## src/rtl/qsd_pkg.sv

```systemverilog
package qsd_pkg;
  localparam int unsigned DIGIT_W = 3;
  typedef logic signed [DIGIT_W-1:0] qdigit_t;
  localparam qdigit_t QD_ZERO = 3'sd0;
endpackage

```

## src/rtl/qsd_recode.sv

```systemverilog
module qsd_recode
  import qsd_pkg::*;
(
  input  logic [DIGIT_W-1:0] a_i,
  input  logic [DIGIT_W-1:0] b_i,
  output logic [DIGIT_W-1:0] xfer_o,
  output logic [DIGIT_W-1:0] resid_o
);
  logic signed [DIGIT_W:0] raw;
  logic signed [DIGIT_W:0] resid_w;
  logic        [1:0]       xfer2;

  always_comb begin
    raw = {a_i[DIGIT_W-1], a_i} + {b_i[DIGIT_W-1], b_i};
    if (raw >= 4'sd3) begin
      xfer2   = 2'b01;
      resid_w = raw - 4'sd4;
    end else if (raw <= -4'sd3) begin
      xfer2   = 2'b11;
      resid_w = raw + 4'sd4;
    end else begin
      xfer2   = 2'b00;
      resid_w = raw;
    end
  end

  assign xfer_o  = {xfer2[1], xfer2};
  assign resid_o = resid_w[DIGIT_W-1:0];
endmodule

```

## src/rtl/qsd_merge.sv

```systemverilog
module qsd_merge
  import qsd_pkg::*;
(
  input  logic [DIGIT_W-1:0] resid_i,
  input  logic [DIGIT_W-1:0] xfer_lo_i,
  output logic [DIGIT_W-1:0] digit_o
);
  assign digit_o = resid_i + xfer_lo_i;
endmodule

```

## src/rtl/qsd_carry_free_adder.sv

```systemverilog
module qsd_carry_free_adder
  import qsd_pkg::*;
#(
  parameter int unsigned N = 16
) (
  input  logic [DIGIT_W*N-1:0] augend_i,
  input  logic [DIGIT_W*N-1:0] addend_i,
  output logic [DIGIT_W*N-1:0] sum_o,
  output logic [DIGIT_W-1:0]   carry_o
);
  localparam int unsigned CHAIN_W = DIGIT_W * (N + 1);

  logic [CHAIN_W-1:0]   xfer_chain;
  logic [DIGIT_W*N-1:0] resid_vec;

  assign xfer_chain[DIGIT_W-1:0] = QD_ZERO;

  for (genvar i = 0; i < N; i++) begin : g_pos
    qsd_recode u_recode (
      .a_i    (augend_i[DIGIT_W*i +: DIGIT_W]),
      .b_i    (addend_i[DIGIT_W*i +: DIGIT_W]),
      .xfer_o (xfer_chain[DIGIT_W*(i+1) +: DIGIT_W]),
      .resid_o(resid_vec[DIGIT_W*i +: DIGIT_W])
    );
    qsd_merge u_merge (
      .resid_i  (resid_vec[DIGIT_W*i +: DIGIT_W]),
      .xfer_lo_i(xfer_chain[DIGIT_W*i +: DIGIT_W]),
      .digit_o  (sum_o[DIGIT_W*i +: DIGIT_W])
    );
  end

  assign carry_o = xfer_chain[DIGIT_W*N +: DIGIT_W];
endmodule

```

## config.mk

```make
export PLATFORM = sky130hd
export DESIGN_NAME = qsd_carry_free_adder
export DESIGN_NICKNAME = d
export VERILOG_FILES = /design/src/rtl/qsd_pkg.sv /design/src/rtl/qsd_recode.sv /design/src/rtl/qsd_merge.sv /design/src/rtl/qsd_carry_free_adder.sv
export SDC_FILE = /design/constraint.sdc
export NUM_CORES = 1
export LEC_CHECK = 0
export ABC_AREA = 1
export BUFFER_PORTS_ARGS = -buffer_cell sky130_fd_sc_hd__buf_2
export CORE_ASPECT_RATIO = 0.6
export CORE_MARGIN = 1
export CORE_UTILIZATION = 46
export DETAILED_ROUTE_END_ITERATION = 16
export PLACE_DENSITY = 0.88
export SETUP_SLACK_MARGIN = 0.02
export SYNTH_ARGS = -nofsm -noshare
export SYNTH_HDL_FRONTEND = slang
export SYNTH_SLANG_ARGS = --single-unit
```

## constraint.sdc

```tcl
create_clock -name vclk -period 2.8
set_input_delay 0.42 -clock vclk [all_inputs]
set_output_delay 0.42 -clock vclk [all_outputs]
set_load 0.005 [all_outputs]
```

==> impl_results.md <==
- FFs & Latches: 0
- Pin count of the biggest net entering global routing: 7
- CP peak stage delay: 0.41 ns
- Hold slack: 1.159 ns
- Nets: ~1,100
- Avg Cell Area, Syn: 6.059 um^2
- Crit. End Element: output port
- GRT Overall Usage: 36.46%
- Post-synth cell types: 24
- Antenna violations before repair: 3
- Die Height: 69.65 um
- # port buffers: 147
- Initial DRC Count: 601
- Synthesis Warnings: 0
- Kind of critical path: in2out
- Cell Count, Final, Fillers Out: 983
- Largest family of logic cells by synthesized area: simple AND/OR/NAND/NOR gates
- Post-synth top area cell: nand2_1
- Post-DR vias/cell: ~5.9
- Final Hold Viols: 0
- Status: finished, violations left
- Number of remaining DRC errors: 0
- Pwr/cell area: just under 400 mW/mm^2
- CP startpoint kind: primary input
- Gr ovfl total: 0
- Lkg Pwr: 3.681 nW
- Count leader, synth: nand2_1
- N_diodes: 0
- Final WS setup: -1.072 ns
- Failing checks: negative setup slack
- Share of layout cells above drive strength 1: 59.84%
- Area Growth Syn to Fin: 87.13%
- Die Area: 0.007991 mm^2
- Gate Count Post-Synth: around 580
- Max-cap violations: 0
- Critical-path top delay cell: fa_2
- Synth top cells by count: nand2_1, inv_1, ha_1
- VDD IR max: 0.2550 mV
- Max-slew violation count: 0
- WL per Instance: 19.81 um
- Register area share after synthesis: 0%
- Netlist Area Pre-Place: 0.003508 mm^2
- Final worst path period share: 138.3%
- Post-synthesis mux area share: 0%
- Required time of the critical path: 2.38 ns
- Simple-Gate Fraction of Synth Area: around two fifths
- Vias in the first global route: 5,517
- Max FO, Critical Path: 3
- Top cell type's share of synthesized area: between 20% and 30%
- Worst path arrival time: 3.45 ns
- Hold WC Path Type: in2out
- Rel. slew slack: 76.73%
- Die Width: 114.7 um
- Register area: 0 um^2
- Vias post-DR: 5,787
- Core region area: approximately 0.0073 mm^2
- RSZ-0062 raised after global routing: yes
- Routed wire length: 19,480 um
- Actual slew at the worst max-slew pin: 0.3482 ns
- Tot Pwr: 2.600 mW
- GPL Wtd Cong: between 0.8 and 0.9
- # rows: 24
- Clock buffer cells: 0
- HPWL Detailed: roughly 9400 um
- Synth Area in XOR/XNOR: 0%
- Critical path, cell by cell: buf_8 -> ha_4 -> inv_2 -> fa_2 -> inv_1 -> nand2_1 -> nand2_1 -> inv_1 -> a31oi_2 -> ha_2 -> inv_2 -> fa_2 -> nand3b_1 -> nand2_2 -> inv_2 -> nand2_2 -> nand2_2 -> buf_2
- Post-Synth Adder-Cell Area: around 40%
- First drt pass iteration count: 7
- Final Util: 89.60%
- Achievable Freq: 0.2583 GHz
- Initial core utilization: 47.88%
- ANT nets after route: 0
- Final Setup Violations: 28
- IO Pins: 147
- # placed instances: just over 900
- Post-route minimum period: ~3.9 ns
- First-pass GRT wire length: 23,630 um
- Syn_nets: 769
- Post-synthesis compound-gate area fraction: 5.813%
- Synth area leaders: nand2_1, ha_1, fa_1, inv_1, nand3_1
- Place WS: -0.3982 ns
## cell type report
cell class,instances,area [um^2]
tap,104,130.1
fill,322,762.0
multi-input combinational,467,3847
inverter,111,416.7
timing repair buffer,301,2171
## routing by layer
metal / part of all wire (%) / global-route usage, % / wire length, um
met1: 32 / 35.54 / 6305
met2: 45 / 72.46 / 8838
met3: 12 / 5.332 / 2270
met4: 11 / 21.07 / 2051
met5: 0.062 / 0 / 12
## timing repair
| item | 4_1_cts | 5_1_grt |
|---|---|---|
| pin swaps | 119 | 91 |
| setup endpoints to repair | 30 | 30 |
| setup buffers | 51 | 25 |
| hold buffers | 0 | 0 |
| gates resized for setup | 164 | 108 |
## cells by family (layout without fill, tap and decap cells)
group / Yosys count / in the layout
AND/OR/NAND/NOR: 333 / 333
buffers and inverters: 112 / 412
adder cells (fa/ha/maj): 94 / 94
AO/OA/AOI/OAI: 40 / 40
## critical path: cells and delay by family
kind            cells  cell delay, ns
compound gates      1            0.18
buf+inv             7            0.67
simple gates        6            0.94
fa+ha+maj           4            1.23
## layout by cell type (no fill, tap or decap), types with 2 or more instances in the layout
master and n:
fa_2 29, nor2_4 7, ha_1 33, nand2_1 169, nand3_2 13, inv_2 46
buf_8 8, nand3_4 4, and2_4 2, inv_1 65, ha_2 12, buf_4 146
or2_4 4, nand3b_1 15, fa_1 2, a21oi_1 11, nand2_2 52, nand2_4 19
ha_4 18, o21ai_2 3, nand3_1 25, buf_2 112, nor2_1 17, o21ai_0 13
buf_6 35, nor2_2 5, a21oi_2 9
## power by group
part           switching (mW)  internal [mW]  total (mW)
combinational            1.38           1.22        2.60
sequential                  0              0           0
clock                       0              0           0
## metrics by stage
stage                      TNS [ns]  instance area (um^2)
final                        -6.755                  6565
after global routing         -8.436                  6565
after CTS                    -3.111                  6032
after detailed placement     -6.219                  5020
after global placement       -4.349                  5020
after floorplan           -0.006953                  3568
## final timing paths
| check | from | endpoint | slack, ns | cells past startpoint |
|---|---|---|---|---|
| worst max-delay path | addend_i[0] | sum_o[5] | -1.07 | 18 |
| worst min-delay path | augend_i[0] | sum_o[0] | 1.16 | 3 |
No activity file was read; power rests on OpenSTA's default activity.
